## config.mk

```make
export PLATFORM = sky130hd
export DESIGN_NAME = dualmode_round_sequencer
export DESIGN_NICKNAME = d
export VERILOG_FILES = /design/src/rtl/seqr_pkg.sv /design/src/rtl/seqr_blank_counter.sv /design/src/rtl/seqr_ctrl_fsm.sv /design/src/rtl/seqr_push_mux.sv /design/src/rtl/seqr_out_gate.sv /design/src/rtl/dualmode_round_sequencer.sv
export SDC_FILE = /design/constraint.sdc
export NUM_CORES = 1
export LEC_CHECK = 0
export BUFFER_PORTS_ARGS = -buffer_cell sky130_fd_sc_hd__buf_2
export CAP_MARGIN = 20
export CORE_AREA = 2 2 602 604
export CTS_CLUSTER_SIZE = 14
export DETAILED_ROUTE_END_ITERATION = 7
export DIE_AREA = 0 0 604 606
export GPL_TIMING_DRIVEN = 0
export HOLD_SLACK_MARGIN = 0.12
export PLACE_DENSITY = 0.3
export SLEW_MARGIN = 20
export SYNTH_ARGS = -nofsm -noshare
export SYNTH_HDL_FRONTEND = slang
export SYNTH_HIERARCHICAL = 1
export SYNTH_SLANG_ARGS = --single-unit
```

## constraint.sdc

```tcl
create_clock -name clk -period 6.8 [get_ports clk]
set_clock_uncertainty 0.05 [all_clocks]
set_input_delay 1.36 -clock clk [delete_from_list [all_inputs] [get_ports clk]]
set_output_delay 1.36 -clock clk [all_outputs]
set_load 0.02 [all_outputs]
```

## src/rtl/seqr_pkg.sv

```systemverilog
package seqr_pkg;

  typedef enum logic [1:0] {
    IT_HOLD  = 2'b00,
    IT_CLEAR = 2'b01,
    IT_PUSH  = 2'b10,
    IT_PULL  = 2'b11
  } iter_e;

  typedef enum logic [1:0] {
    SRC_NONE = 2'b00,
    SRC_MSG  = 2'b01,
    SRC_KEY  = 2'b10,
    SRC_DIV  = 2'b11
  } src_e;

  typedef enum logic [2:0] {
    PH_IDLE,
    PH_CLEAR,
    PH_ABSORB,
    PH_KEY,
    PH_DIV,
    PH_BLANK,
    PH_DIGEST,
    PH_STREAM
  } phase_e;

endpackage

```

## src/rtl/seqr_blank_counter.sv

```systemverilog
module seqr_blank_counter #(
  parameter int RUN_LEN = 32
) (
  input  logic clk,
  input  logic rst,
  input  logic run,
  output logic at_last
);
  localparam int CW = (RUN_LEN > 1) ? $clog2(RUN_LEN) : 1;
  localparam logic [CW-1:0] LAST = CW'(RUN_LEN - 1);

  logic [CW-1:0] count_q;

  // Held at zero outside the blank run, so every run starts from zero.
  always_ff @(posedge clk) begin
    if (rst || !run)         count_q <= '0;
    else if (count_q != LAST) count_q <= count_q + 1'b1;
  end

  assign at_last = (count_q == LAST);

  assert_cnt_range_R4: assert property (@(posedge clk) disable iff (rst)
    count_q <= LAST);

  assert_cnt_step_R4: assert property (@(posedge clk) disable iff (rst)
    (run && !at_last) |=> (count_q == $past(count_q) + 1'b1));

  assert_cnt_idle_R4: assert property (@(posedge clk) disable iff (rst)
    !run |=> (count_q == '0));

endmodule

```

## src/rtl/seqr_ctrl_fsm.sv

```systemverilog
module seqr_ctrl_fsm
  import seqr_pkg::*;
(
  input  logic   clk,
  input  logic   rst,
  input  logic   hash_req,
  input  logic   crypto_req,
  input  logic   msg_valid,
  input  logic   msg_last,
  input  logic   ks_ready,
  input  logic   blank_done,
  output phase_e phase,
  output iter_e  mode,
  output src_e   src,
  output logic   take_result,
  output logic   hash_op,
  output logic   absorb_open,
  output logic   blank_run
);
  phase_e phase_nxt;
  logic   op_nxt;
  logic   any_req;

  assign any_req = hash_req | crypto_req;

  always_ff @(posedge clk) begin
    if (rst) begin
      phase   <= PH_IDLE;
      hash_op <= 1'b0;
    end else begin
      phase   <= phase_nxt;
      hash_op <= op_nxt;
    end
  end

  always_comb begin
    phase_nxt = phase;
    op_nxt    = hash_op;
    case (phase)
      PH_IDLE, PH_STREAM: begin
        if (hash_req) begin
          phase_nxt = PH_CLEAR;
          op_nxt    = 1'b1;
        end else if (crypto_req) begin
          phase_nxt = PH_CLEAR;
          op_nxt    = 1'b0;
        end
      end
      PH_CLEAR:  phase_nxt = hash_op ? PH_ABSORB : PH_KEY;
      PH_ABSORB: if (msg_valid && msg_last) phase_nxt = PH_BLANK;
      PH_KEY:    phase_nxt = PH_DIV;
      PH_DIV:    phase_nxt = PH_BLANK;
      PH_BLANK:  if (blank_done) phase_nxt = hash_op ? PH_DIGEST : PH_STREAM;
      PH_DIGEST: phase_nxt = PH_IDLE;
      default:   phase_nxt = PH_IDLE;
    endcase
  end

  always_comb begin
    mode        = IT_HOLD;
    src         = SRC_NONE;
    take_result = 1'b0;
    case (phase)
      PH_CLEAR:  mode = IT_CLEAR;
      PH_ABSORB: if (msg_valid) begin
        mode = IT_PUSH;
        src  = SRC_MSG;
      end
      PH_KEY: begin
        mode = IT_PUSH;
        src  = SRC_KEY;
      end
      PH_DIV: begin
        mode = IT_PUSH;
        src  = SRC_DIV;
      end
      PH_BLANK:  mode = IT_PULL;
      PH_DIGEST: begin
        mode        = IT_PULL;
        take_result = 1'b1;
      end
      PH_STREAM: if (ks_ready && !any_req) begin
        mode        = IT_PULL;
        take_result = 1'b1;
      end
      default: mode = IT_HOLD;
    endcase
  end

  assign absorb_open = (phase == PH_ABSORB);
  assign blank_run   = (phase == PH_BLANK);

  assert_one_clear_R2: assert property (@(posedge clk) disable iff (rst)
    (mode == IT_CLEAR) |=> (mode != IT_CLEAR));

  assert_last_to_blank_R3: assert property (@(posedge clk) disable iff (rst)
    (absorb_open && msg_valid && msg_last) |=> (mode == IT_PULL && !take_result));

  assert_key_then_div_R6: assert property (@(posedge clk) disable iff (rst)
    (mode == IT_PUSH && src == SRC_KEY) |=> (mode == IT_PUSH && src == SRC_DIV));

  assert_restart_R9: assert property (@(posedge clk) disable iff (rst)
    (phase == PH_STREAM && any_req) |=> (mode == IT_CLEAR));

  assert_blank_busy_R10: assert property (@(posedge clk) disable iff (rst)
    blank_run |=> (phase == PH_BLANK || phase == PH_DIGEST || phase == PH_STREAM));

endmodule

```

## src/rtl/seqr_push_mux.sv

```systemverilog
module seqr_push_mux
  import seqr_pkg::*;
#(
  parameter int WORD_W = 32,
  parameter int LANES  = 8
) (
  input  src_e                      sel,
  input  logic [WORD_W*LANES-1:0]   msg_word,
  input  logic [WORD_W*LANES-1:0]   key_word,
  input  logic [WORD_W*LANES-1:0]   div_word,
  output logic [WORD_W*LANES-1:0]   push_word
);
  logic [WORD_W-1:0] lane_w [LANES];

  for (genvar l = 0; l < LANES; l++) begin : g_lane
    always_comb begin
      case (sel)
        SRC_MSG: lane_w[l] = msg_word[l*WORD_W +: WORD_W];
        SRC_KEY: lane_w[l] = key_word[l*WORD_W +: WORD_W];
        SRC_DIV: lane_w[l] = div_word[l*WORD_W +: WORD_W];
        default: lane_w[l] = '0;
      endcase
    end
    assign push_word[l*WORD_W +: WORD_W] = lane_w[l];
  end

endmodule

```

## src/rtl/seqr_out_gate.sv

```systemverilog
module seqr_out_gate #(
  parameter int WORD_W = 32,
  parameter int LANES  = 8
) (
  input  logic                    clk,
  input  logic                    rst,
  input  logic                    take,
  input  logic [WORD_W*LANES-1:0] result,
  output logic                    out_valid,
  output logic [WORD_W*LANES-1:0] out_data
);
  logic [WORD_W-1:0] lane_q [LANES];

  always_ff @(posedge clk) begin
    if (rst) out_valid <= 1'b0;
    else     out_valid <= take;
  end

  for (genvar l = 0; l < LANES; l++) begin : g_lane
    always_ff @(posedge clk) begin
      if (rst) lane_q[l] <= '0;
      else     lane_q[l] <= result[l*WORD_W +: WORD_W] & {WORD_W{take}};
    end
    assign out_data[l*WORD_W +: WORD_W] = lane_q[l];
  end

endmodule

```

## src/rtl/dualmode_round_sequencer.sv

```systemverilog
module dualmode_round_sequencer
  import seqr_pkg::*;
#(
  parameter int WORD_W      = 32,
  parameter int LANES       = 8,
  parameter int BLANK_PULLS = 32
) (
  input  logic                    clk,
  input  logic                    rst,
  input  logic                    hash_req,
  input  logic                    crypto_req,
  input  logic [WORD_W*LANES-1:0] key_in,
  input  logic [WORD_W*LANES-1:0] div_in,
  input  logic [WORD_W*LANES-1:0] msg_data,
  input  logic                    msg_valid,
  input  logic                    msg_last,
  input  logic                    ks_ready,
  input  logic [WORD_W*LANES-1:0] dp_result,
  output logic [1:0]              iter_mode,
  output logic [1:0]              in_sel,
  output logic [WORD_W*LANES-1:0] push_word,
  output logic                    msg_ready,
  output logic                    out_valid,
  output logic [WORD_W*LANES-1:0] out_data
);
  localparam int BLK_W = WORD_W * LANES;

  phase_e phase;
  iter_e  mode;
  src_e   src;
  logic   take_result;
  logic   hash_op;
  logic   blank_run;
  logic   blank_done;

  seqr_blank_counter #(.RUN_LEN(BLANK_PULLS)) u_blank (
    .clk     (clk),
    .rst     (rst),
    .run     (blank_run),
    .at_last (blank_done)
  );

  seqr_ctrl_fsm u_fsm (
    .clk         (clk),
    .rst         (rst),
    .hash_req    (hash_req),
    .crypto_req  (crypto_req),
    .msg_valid   (msg_valid),
    .msg_last    (msg_last),
    .ks_ready    (ks_ready),
    .blank_done  (blank_done),
    .phase       (phase),
    .mode        (mode),
    .src         (src),
    .take_result (take_result),
    .hash_op     (hash_op),
    .absorb_open (msg_ready),
    .blank_run   (blank_run)
  );

  seqr_push_mux #(.WORD_W(WORD_W), .LANES(LANES)) u_mux (
    .sel       (src),
    .msg_word  (msg_data),
    .key_word  (key_in),
    .div_word  (div_in),
    .push_word (push_word)
  );

  seqr_out_gate #(.WORD_W(WORD_W), .LANES(LANES)) u_gate (
    .clk       (clk),
    .rst       (rst),
    .take      (take_result),
    .result    (dp_result),
    .out_valid (out_valid),
    .out_data  (out_data)
  );

  assign iter_mode = mode;
  assign in_sel    = src;

  assert_start_clear_R2: assert property (@(posedge clk) disable iff (rst)
    (phase == PH_IDLE && (hash_req || crypto_req)) |=> (iter_mode == IT_CLEAR));

  assert_blank_quiet_R4: assert property (@(posedge clk) disable iff (rst)
    (iter_mode == IT_PULL && !take_result) |=> !out_valid);

  assert_digest_single_R5: assert property (@(posedge clk) disable iff (rst)
    (out_valid && hash_op) |=> !out_valid);

  assert_ks_ready_R7: assert property (@(posedge clk) disable iff (rst)
    (out_valid && !hash_op) |-> $past(ks_ready));

  assert_zero_gate_R8: assert property (@(posedge clk) disable iff (rst)
    !out_valid |-> (out_data == {BLK_W{1'b0}}));

  assert_push_zero_R8: assert property (@(posedge clk) disable iff (rst)
    (iter_mode != IT_PUSH) |-> (push_word == {BLK_W{1'b0}}));

  assert_msg_closed_R11: assert property (@(posedge clk) disable iff (rst)
    !msg_ready |-> (in_sel != SRC_MSG));

endmodule

```

### Yosys cells after proc, flatten, opt, wreduce, memory -nomap -nowiden

Memory sizes are Yosys's and may differ from the RTL's.
Cells that the tools add are included.

* $add $sub $neg: 1
* multipliers: 0
* div/mod/pow operators: 0
* order comparisons: 0
* equality and inequality tests: 15
* shifts and indexed selects: 0
* mux-type cells: 35
* bitwise logic cells: 17
* reduce and logical (&&, ||, !) cells: 12

Operators with widths (count)
* $pmux W32 S3: 8
* $and A32 B32 Y32: 8
* $mux W32: 8
* $pmux W3 S7: 1
* $eq A3 B3 Y1 const B: 4
* $mux W3: 4
* $pmux W2 S5: 1
* $mux W1: 9
* $or A1 B1 Y1: 9
* $eq A3 B2 Y1 const B: 2
* $pmux W2 S3: 1
* $reduce_or A2 Y1: 3
* $add A5 B1 Y5 const B: 1
* $eq A5 B5 Y1 const B: 1
* $ne A5 B5 Y1 const B: 1
* $eq A2 B2 Y1 const B: 2
* $mux W2: 2
* $eq A3 B1 Y1 const B: 1
* $logic_not A3 Y1: 1
* $ne A3 B3 Y1 const B: 1
* $reduce_and A3 Y1: 1
* $eq A2 B1 Y1 const B: 1
* $logic_and A1 B1 Y1: 2
* $logic_not A1 Y1: 2
* 6 further kinds: 6

* flip-flop bits (word level): 10
* latch bits: 0
* bits in writable memories: 256
* memory bits (read-only): 0
* input bits: 1031
* output and inout port bits: 518
* word-level logic and storage cells: 85
* memories kept: 1

Memory list
* u_gate.lane_q: depth 8, bits a word 32, read ports 8, clocked after Yosys merged registers in 0, write ports 8, line seqr_out_gate.sv:12 `logic [WORD_W-1:0] lane_q [LANES];`

### Depth between registers and ports, before layout

Gate-level depths: netlist of run 1.

* depth in word-level cells: 7
* depth in mapped cells: 9
* mapped depth without buffers: 7

### Cells and area by module

Netlist of run 1, hierarchy kept.

By module, submodules not included
* seqr_out_gate: instances 1, cells an instance 570, area each 7668.6 µm², sequential area each 5144.9 µm²
* seqr_push_mux: instances 1, cells an instance 600, area each 6545.0 µm², sequential area each 0.0 µm²
* seqr_ctrl_fsm: instances 1, cells an instance 44, area each 331.6 µm², sequential area each 80.1 µm²
* seqr_blank_counter: instances 1, cells an instance 22, area each 230.2 µm², sequential area each 100.1 µm²

### Worst setup path after synthesis of run 1

OpenSTA, ideal clock, no wires.

* path type: input to output
* start point: in msg_valid
* end point: out push_word[100]
* arrival: 2852 ps
* required time: 5390 ps
* setup slack: 2538 ps
* cell stages on the path: 6
* path buffers: 3
* cell sequence: nand3b_1 -> a21oi_1 -> buf_2 -> clkbuf_1 -> clkbuf_1 -> a22o_1

* longest elaborated chain between the ends: 4
* elaborated cells between the ends (all ways): 6
* classes of those cells: 3 x eq/ne; 3 x mux

RTL lines
* start: declaration: line dualmode_round_sequencer.sv:15 `input logic msg_valid,`
* $mux W1 *: line seqr_ctrl_fsm.sv:65 `PH_ABSORB: if (msg_valid) begin`
* $pmux W2 S3 *: line seqr_ctrl_fsm.sv:63 `case (phase)`
* named net in_sel[0]: line dualmode_round_sequencer.sv:20 `output logic [1:0] in_sel,`
* $eq A2 B2 Y1 or $eq A2 B1 Y1 (tied branches): line seqr_push_mux.sv:17 `case (sel)`
* $pmux W32 S3 *: line seqr_push_mux.sv:17
* end: declaration: line dualmode_round_sequencer.sv:21 `output logic [WORD_W*LANES-1:0] push_word,`

The timed path passes the listed nets; every way through them passes the cells marked *.

### Final worst setup path of run 1

* start point: reg u_fsm.phase[2]
* end point: out push_word[93]

* longest elaborated chain between the ends: 4
* elaborated cells between the ends (all ways): 8
* classes of those cells: 6 x eq/ne; 2 x mux

RTL lines
* start: declaration: line seqr_ctrl_fsm.sv:12 `output phase_e phase,`
* start signal: assignment: line seqr_ctrl_fsm.sv:31 `phase <= phase_nxt;`
* $eq A3 B3 Y1 or $eq A3 B2 Y1 (tied branches): line seqr_ctrl_fsm.sv:63
* $pmux W2 S3 *: line seqr_ctrl_fsm.sv:63
* $eq A2 B2 Y1 or $eq A2 B1 Y1 (tied branches): line seqr_push_mux.sv:17
* $pmux W32 S3 *: line seqr_push_mux.sv:17

Every way passes the cells marked *; elsewhere a longest branch is shown, timed or not.

==> metrics.txt, run 1 <==
VDD IR max=between 200 and 250 uV; count of antenna-violating nets left after detailed routing=0; crit path launch type=flip-flop; vias per cell=between 2 and 2.5; slowest stage delay, CP=roughly 520 ps; Critical Path End Type=primary output; DRC=0; worst reg2reg endpoint=u_gate/lane_q[1][61]; FFs w/ async S/R, synth=0%; dpl cells=around 7600; crit path launch=u_fsm/phase[2]; cells along the critical path=buf_2 > nand2b_1 > mux2i_1 > buf_6 > nor2b_4 > clkbuf_2 > buf_4 > buf_2 > a22o_1 > buf_2; initial antenna violation count=~320; top-count cell post-synth=dfxtp_1; transition time of the tightest slew-check pin=just over 800 ps; CP Class=reg -> out; delay-heaviest family, CP=buffers and inverters; Seq. cell area=around 5300 um2; Tcrit/Tclk final=approximately 85%; die width=a little over 600 um; post-synth top area share=a little over a third; worst hold path type=reg -> reg; Total GRT Usage=15.3%; Yosys top cell by area=dfxtp_1; Die H=606 um; RSZ-0062 raised after global routing=no; cells on worst reg2reg path=7; CTS Hold Buffers Added=0; Post-Route WL=around 290000 um; CTS tree=done; worst r2r src=u_fsm/phase[0]; status=completed; hold path startpoint=u_fsm/hash_op; CTS root buffer=clkbuf_16; pwr dens=between 300 and 400 nW/um2; gpl congestion=approximately 1.1; fmax=174 MHz; Final nets=3856; pin count of the biggest net entering global routing=14; P_leak=14.9 nW; postcts setup bufs=0; first-pass GRT wire length=332000 um; clk_lat worst skew=590 ps; synth top area cells=dfxtp_1 (36%), mux2_4 (20%), a22o_1 (15%); vias in the first global route=~19000; num rows=~220; P&R area growth vs syn=104%; Syn Area/Cell=approximately 12 um2; Crit path required time=5390 ps; # IOs=1549; H-tree Lvls=2; GR Overflow Total=0; Post-Layout Cell Count=roughly 8000; post-synth cell types=36; Post-DP HPWL=274000 um; CTS buffer count=36; EDFF count, synth=0; Reg clk slew, reported paths=approximately 60 ps; YS warnings=6; CP dominant cell by count=buf_2; Slew Limit Fails=0; Clock Path Buffers=3; Final min period=5760 ps; synth cell count leaders=dfxtp_1 (266), a22o_1 (257), and3b_1 (256), mux2_4 (200), buf_2 (84); initial core utilization=around 4.1%; worst path bufs/invs=6; # setup viols final=0; Syn Std Cell Area=14800 um2; Synth Net Count=2270; register-to-register setup slack=4100 ps; setup TNS=0 ps; Synth Instances=1236; layout cell share with drive strength beyond 1=70.2%; CTS resizes=0; Crit path arrival time=roughly 4400 ps; CP Depth=10; die footprint=366000 um2; register bit total from synthesis=266; iteration-0 DRC count of the detailed router=roughly 1400; Worst path slowest cell=buf_2; crit path max fanout=10; IO buf count=~1500; routed len/inst=37.5 um; Core Area=roughly 360000 um2; Top FF cell, synth=dfxtp_1; fillers=approximately 42000; drt first pass iters=5; vias=19400; Fin. Hold Viols=0; CTS sink count=approximately 270; worst rel slew slack=between 40% and 50%; Seq/Total Area, Yosys=36.0%; CP Capture Point=push_word[93]; Maximum Capacitance Violations=0; Multi-input gate area=roughly 8500 um2
==> report_power, final <==
part / internal [mW] / switching, mW / total, mW
clock: 1.27 / 0.905 / 2.18
combinational: 1.90 / 4.25 / 6.15
sequential: 1.59 / 0.0191 / 1.61
==> per-layer routing <==
metal	part of all wire (%)	vias to the layer above	GRT usage [%]
met2	52	1488	27.8
li1	-	8054	-
met1	31	9256	14.2
met4	3.4	140	5.68
met3	13	508	8.52
met5	0.31	-	0
==> layout by cell type (no fill, tap or decap), types with 4 or more instances in the layout <==
| cell | n |
|---|---|
| diode_2 | 160 |
| clkbuf_16 | 37 |
| clkbuf_8 | 6 |
| mux2i_1 | 4 |
| bufinv_16 | 5 |
| buf_2 | 1632 |
| nor2_1 | 7 |
| buf_4 | 13 |
| inv_6 | 5 |
| and3b_1 | 256 |
| a22o_1 | 257 |
| dfxtp_1 | 266 |
| mux2_2 | 56 |
| clkbuf_1 | 18 |
| buf_6 | 33 |
| nand2_1 | 7 |
| a21oi_1 | 4 |
| nand2b_1 | 4 |
| mux2_4 | 200 |
==> worst register-to-register path, stage by stage, from the launching register on <==
cell	delay (ps)
dfxtp_1	310
buf_6	130
a21bo_2	180
nand3_1	110
inv_1	560
buf_2	460
buf_2	310
and3b_1	430
==> layout make-up <==
cell class,count,share of cell area [%]
repair buffers,1548,25.6
inverters,3,0.0373
plain buffers,145,3.14
diodes,160,1.33
multi-input cells,822,28.1
clock inverters,18,0.857
clock buffers,48,3.40
flip-flops and latches,266,17.6
well taps,4794,19.9
==> kinds of logic (layout without fill, tap and decap cells) <==
logic type      count (synthesis)  in the layout  share of synthesized area (%)
other cells                     0            160                              0
fa+ha+maj                       3              3                          0.254
flops                         266            266                           36.0
compound gates                269            269                           15.8
buf+inv                       148           1762                           6.49
xor+xnor                        3              3                          0.178
simple gates                  287            287                           16.4
mux                           260            260                           24.9
==> through the flow <==
stage	hold slack [ps]	worst slack, ps	power, mW	util (%)	instance area, um2
floorplan	376	2540	4.44	-	14800
global placement	426	518	7.99	7.92	28500
detailed placement	409	676	7.96	7.92	28500
CTS	418	592	10.2	8.27	29800
global route	445	613	10.4	8.34	30100
finish	417	1040	9.94	8.38	30200
==> registers in the layout, indices dropped and copies added, names as in the netlist <==
signal / flops
u_gate/lane_q: 256
u_blank/count_q: 5
u_gate/out_valid: 1
u_fsm/hash_op: 1
u_fsm/phase: 3
==> how the worst min path moves through the flow <==
stage                     slack, ps             to  cells after the start
final                           420  u_fsm/hash_op                      2
after global routing            440  u_fsm/hash_op                      2
after global placement          430  u_fsm/hash_op                      2
after CTS                       420  u_fsm/hash_op                      2
after floorplan                 380  u_fsm/hash_op                      2
after detailed placement        410  u_fsm/hash_op                      2
Power figures use the tool's default switching activity.
==> run 2: changes to the inputs <==
--- a/config.mk
+++ b/config.mk
@@ -5,12 +5,13 @@
 export SDC_FILE = /design/constraint.sdc
 export NUM_CORES = 1
 export LEC_CHECK = 0
+export ABC_AREA = 1
 export BUFFER_PORTS_ARGS = -buffer_cell sky130_fd_sc_hd__buf_2
 export CAP_MARGIN = 20
-export CORE_AREA = 2 2 602 604
+export CORE_AREA = 2 2 610 612
 export CTS_CLUSTER_SIZE = 14
 export DETAILED_ROUTE_END_ITERATION = 7
-export DIE_AREA = 0 0 604 606
+export DIE_AREA = 0 0 612 614
 export GPL_TIMING_DRIVEN = 0
 export HOLD_SLACK_MARGIN = 0.12
 export PLACE_DENSITY = 0.3
==> constraint.sdc (replaced) <==
create_clock -name clk -period 5.7 [get_ports clk]
set_clock_uncertainty 0.05 [all_clocks]
set_input_delay 1.14 -clock clk [delete_from_list [all_inputs] [get_ports clk]]
set_output_delay 1.14 -clock clk [all_outputs]
set_load 0.02 [all_outputs]
==> metrics.txt, run 2 <==
crit path max fanout=10 (unchanged); Maximum Capacitance Violations=0 (unchanged); Seq/Total Area, Yosys=35.9% (-0.16 points); Core Area=370000 um2 (+2.8%); iteration-0 DRC count of the detailed router=2511 (+75%); worst path bufs/invs=6 (unchanged); register bit total from synthesis=266 (unchanged); worst hold path type=reg -> reg; transition time of the tightest slew-check pin=834 ps (+13.0 ps); delay-heaviest family, CP=buffers and inverters; GR Overflow Total=0 (unchanged); RSZ-0062 raised after global routing=no; fmax=~200 MHz; hold path startpoint=u_fsm/hash_op; synth top area cells=dfxtp_1 (36%), nand3_1 (35%), nand2_1 (6.0%); Total GRT Usage=14.5% (-0.83 points); CP Class=reg -> out; initial antenna violation count=278 (-14%); pin count of the biggest net entering global routing=17 (+3); Yosys top cell by area=dfxtp_1; count of antenna-violating nets left after detailed routing=0 (unchanged); Die H=614 um (+1.3%); layout cell share with drive strength beyond 1=51.7% (-19 points); worst rel slew slack=44.4% (-0.86 points); clk_lat worst skew=650 ps (+60 ps); Synth Net Count=3149 (+39%); vias=25200 (+30%); gpl congestion=1.03 (-3.7%); CP dominant cell by count=nand3_1; most frequent cells in the layout=buf_2 (1624), nand3_1 (1031), dfxtp_1 (266); DRC=0 (unchanged); Final min period=about 4900 ps; die width=612 um (+1.3%); CTS buffer count=31 (-14%); Slew Limit Fails=0 (unchanged); vias per cell=2.85 (+14%); pwr dens=456 nW/um2 (+39%); final core utilization=8.19% (-0.20 points); Biggest register=u_gate/lane_q; YS warnings=6 (unchanged); synth cell count leaders=nand3_1 (1031), dfxtp_1 (266), nand2_1 (238), nor2_1 (228); initial core utilization=4.01% (-0.092 points); Worst path slowest cell=buf_2; first-pass GRT wire length=335000 um (+0.95%); cells along the critical path=inv_1 > nand3_1 > inv_1 > nand2_1 > nand2_1 > buf_6 > buf_4 > buf_2 > nand3_1 > nand3_1 > buf_2; Reg clk slew, reported paths=70 ps (about the same); Critical Path End Type=primary output; CTS resizes=0 (unchanged); VDD IR max=261 uV (+23%); setup TNS=0 ps (unchanged); most common cell after layout, fill and taps aside=buf_2; top-count cell post-synth=nand3_1; P_leak=13.5 nW (-9.4%); drt first pass iters=6 (+1); Crit path required time=4510 ps (-880 ps); crit path launch=u_fsm/phase[0]; FFs w/ async S/R, synth=0% (unchanged); largest registers=u_gate/lane_q x256, u_blank/count_q x5, u_fsm/phase x3; CTS sink count=266 (unchanged); vias in the first global route=23500 (+23%); Post-Route WL=286000 um (-2.3%); routed len/inst=32.3 um (-14%); Synth Instances=2115 (+71%); Tcrit/Tclk final=a little under nine tenths; CTS root buffer=clkbuf_16; postcts setup bufs=0 (unchanged); EDFF count, synth=0 (unchanged); slowest stage delay, CP=480 ps (-40 ps); CTS Hold Buffers Added=0 (unchanged); max FFs per register=256 (unchanged); CTS tree=done; WHS=436 ps (+19.5 ps); Top FF cell, synth=dfxtp_1; Crit path arrival time=3720 ps (-630 ps); num rows=224 (+1.4%); status=completed; post-synth cell types=26 (-28%); worst r2r src=u_fsm/phase[0]; # IOs=1549 (unchanged); post-synth top area share=35.9% (-0.16 points); Syn Area/Cell=7.02 um2 (-41%); Clock Path Buffers=3 (unchanged); Final nets=4730 (+23%); H-tree Lvls=1 (-1); Post-DP HPWL=265000 um (-3.6%); die footprint=376000 um2 (+2.7%); IO buf count=1548 (unchanged); Syn Std Cell Area=14800 um2 (+0.44%); crit path launch type=flip-flop; # setup viols final=0 (unchanged); P&R area growth vs syn=104% (about the same); Fin. Hold Viols=0 (unchanged)
==> run 2: cell types whose count changed in the layout (fill, tap and decap cells not counted), moves of 14 or more <==
cell,delta
a22o_1,-257
and3b_1,-256
buf_4,+55
buf_6,+43
clkbuf_1,-14
mux2_2,-56
mux2_4,-200
nand2_1,+231
nand2_2,+42
nand3_1,+1030
nor2_1,+221
nor2_2,+41
==> run 2: cell families (layout without fill, tap and decap cells) <==
family | after synthesis | in the layout | share of synthesized area [%]
simple gates | 1590 | 1590 | 50.6
flops | 266 | 266 | 35.9
buf+inv | 246 | 1851 | 12.9
compound gates | 10 | 10 | 0.354
fa+ha+maj | 3 | 3 | 0.253
other cells | 0 | 168 | 0
==> run 2: path summary, 6_finish.rpt <==
kind,endpoint,slack (ps),cells after the start
worst max-delay path,push_word[99],790,11
worst min-delay path,u_fsm/hash_op,440,2
worst max register to register,u_gate/lane_q[0][124],3410,9
worst min register to register,u_fsm/hash_op,440,2
==> run 2: final cells by class <==
cell class,instances,area (um2)
buffer,229,1840
sequential,266,5330
antenna,168,420
inverter,17,71.3
fill,44000,340000
tap,4972,6220
clock buffer,38,872
timing repair buffer,1548,7750
clock inverter,19,215
multi-input combinational,1603,7600
==> run 2: through the flow <==
stage / setup WS, ps / instance area [um2] / total power, mW / cells
global route: 381 / 30200 / 14.5 / 8810
finish: 787 / 30300 / 13.8 / 8860
CTS: 310 / 29900 / 14.3 / 8692
floorplan: 2380 / 14800 / 6.45 / 2115
detailed placement: 534 / 28800 / 12.0 / 8635
global placement: 566 / 28800 / 12.0 / 8635
==> run 2: power breakdown <==
| part | leakage (nW) | total [mW] | internal (mW) | switching (mW) |
|---|---|---|---|---|
| sequential | 2.14 | 1.97 | 1.93 | 0.0386 |
| clock | 0.539 | 2.21 | 1.20 | 1.01 |
| combinational | 10.9 | 9.64 | 2.35 | 7.29 |
==> run 2: tightest hold or removal path, cell delays in order (launching register included) <==
cell and delay, ps:
dfxtp_1 320, nand2_1 60, a21oi_1 50
==> run 2: per-layer routing <==
metal	up-vias	global-route usage, %	share of wire, %
met2	1834	28.9	56
met4	42	5.88	4.7
met3	555	2.58	6.1
li1	10600	-	-
met5	-	0	0.088
met1	12200	14.5	33
==> run 3: changes to the inputs <==
--- a/config.mk
+++ b/config.mk
@@ -7,8 +7,9 @@
 export LEC_CHECK = 0
 export ABC_AREA = 1
 export BUFFER_PORTS_ARGS = -buffer_cell sky130_fd_sc_hd__buf_2
-export CAP_MARGIN = 20
+export CAP_MARGIN = 10
 export CORE_AREA = 2 2 610 612
+export CTS_BUF_LIST = sky130_fd_sc_hd__clkbuf_16
 export CTS_CLUSTER_SIZE = 14
 export DETAILED_ROUTE_END_ITERATION = 7
 export DIE_AREA = 0 0 612 614
==> metrics.txt, run 3 (same netlist as run 2, synthesis figures left out) <==
status=completed; H-tree Lvls=1 (unchanged); transition time of the tightest slew-check pin=842 ps (+8.15 ps); clock share of power=15.4% (-0.6 points); Clock Path Buffers=3 (unchanged); slowest stage delay, CP=480 ps (about the same); num rows=224 (unchanged); die footprint=376000 um2 (unchanged); initial core utilization=4.01% (unchanged); share of power burned in combinational logic=70.2% (+0.4 points); setup TNS=0 ps (unchanged); dpl cells=8635 (unchanged); DRC=0 (unchanged); largest registers=u_gate/lane_q x256, u_blank/count_q x5, u_fsm/phase x3; vias per cell=2.85 (about the same); Crit path required time=4510 ps (about the same); Fin. Hold Viols=0 (unchanged); Critical Path End Type=primary output; # setup viols final=0 (unchanged); Slew Limit Fails=0 (unchanged); RSZ-0062 raised after global routing=no; Reg clk slew, reported paths=70 ps (about the same); worst rel slew slack=43.9% (-0.54 points); layout cell share with drive strength beyond 1=51.5% (-0.19 points); drt first pass iters=6 (unchanged); Tcrit/Tclk final=87.2% (+1.1 points); crit path max fanout=10 (unchanged); initial antenna violation count=280 (+0.72%); # IOs=1549 (unchanged); clk_lat worst skew=660 ps (about the same); fmax=201 MHz (-1.2%); Maximum Capacitance Violations=0 (unchanged); CTS buffer count=31 (unchanged); Pint=5.39 mW (-1.7%); cells along the critical path=inv_1 > nand3_1 > inv_1 > nand2_1 > nand2_1 > buf_6 > buf_4 > buf_2 > nand3_1 > nand3_1 > buf_2; GR Overflow Total=0 (unchanged); Total GRT Usage=14.5% (about the same); Die H=614 um (unchanged); Worst path slowest cell=buf_2; Post-Route WL=286000 um (about the same); first-pass GRT wire length=335000 um (about the same); final total power=13.7 mW (-0.65%); Place WS=534 ps (unchanged); CP Class=reg -> out; CTS tree=done; pwr dens=454 nW/um2 (-0.32%); CTS root buffer=clkbuf_16; Crit path arrival time=3780 ps (+60 ps); vias in the first global route=23500 (-0.025%); most common cell after layout, fill and taps aside=buf_2; CP dominant cell by count=nand3_1; VDD IR max=261 uV (+0.22%); Post-DP HPWL=265000 um (unchanged); WHS Path Cells=2 (unchanged); Post-Layout Cell Count=8847 (-0.15%); Psw=8.34 mW (about the same); gpl congestion=1.03 (unchanged); Seq pwr share=14.3% (about the same); pin count of the biggest net entering global routing=17 (unchanged); max FFs per register=256 (unchanged); routed len/inst=32.3 um (+0.17%); die width=612 um (unchanged); worst hold path type=reg -> reg; most frequent cells in the layout=buf_2 (1624), nand3_1 (1031), dfxtp_1 (266); P_leak=13.5 nW (-0.29%); switching part of the total power=60.7% (+0.43 points); cells on worst reg2reg path=9 (unchanged); vias=25200 (-0.23%); Core Area=370000 um2 (unchanged); P&R area growth vs syn=104%; count of antenna-violating nets left after detailed routing=0 (unchanged); CTS resizes=0 (unchanged); Biggest register=u_gate/lane_q; Final min period=4970 ps (+60.4 ps); iteration-0 DRC count of the detailed router=2650 (+5.5%); crit path launch type=flip-flop; Final nets=4730 (unchanged); CTS Hold Buffers Added=0 (unchanged); CTS sink count=266 (unchanged); postcts setup bufs=0 (unchanged); fillers=44000 (+0.027%); IO buf count=1548 (unchanged); final core utilization=8.16% (-0.028 points); post-route worst setup slack=727 ps (-60.4 ps)
run 3: cell count changes in the layout (fill, tap and decap cells not counted):
cell,change
clkbuf_8,-7
clkinv_1,+7
diode_2,-13
run 3: power groups by stage:
stage / logic [mW] / registers (mW) / clock network [mW]
after floorplan: 4.38 / 2.07 / 0
after global placement: 9.99 / 2.01 / 0
after detailed placement: 9.95 / 2.01 / 0
after CTS: 9.98 / 1.97 / 2.25
after global routing: 10.1 / 1.97 / 2.27
final: 9.64 / 1.97 / 2.12
run 3: critical path: cells and delay by family (launching register included):
family | cells | cell delay, ps
buffers and inverters | 6 | 1870
DFF | 1 | 370
and+or+nand+nor | 5 | 700
run 3: final cells by class:
type                    instances  area [um2]  area share (%)
plain buffers                 229        1840            6.10
inverters                      17        71.3           0.236
clock inverters                26         241           0.799
multi-input cells            1603        7600            25.2
repair buffers               1548        7750            25.6
well taps                    4972        6220            20.6
flip-flops and latches        266        5330            17.6
diodes                        155         388            1.28
clock buffers                  31         776            2.57
run 3: metal layers:
metal	up-vias	routed length, um	GRT usage [%]
met2	1805	161000	28.9
li1	10600	-	-
met5	-	260	0
met4	44	13100	5.85
met1	12200	95000	14.5
met3	558	16800	2.58
run 3: final timing paths:
path | startpoint | endpoint | slack, ps
worst min-delay path | u_fsm/hash_op | u_fsm/hash_op | 440
worst max register to register | u_fsm/phase[0] | u_gate/lane_q[0][124] | 3430
worst max-delay path | u_fsm/phase[0] | push_word[99] | 730
worst min register to register | u_fsm/hash_op | u_fsm/hash_op | 440
run 3: stage by stage:
| stage | hold slack, ps | area, um2 |
|---|---|---|
| final | 438 | 30200 |
| after global routing | 470 | 30100 |
| after CTS | 434 | 29800 |
| after detailed placement | 413 | 28800 |
| after global placement | 430 | 28800 |
| after floorplan | 383 | 14800 |
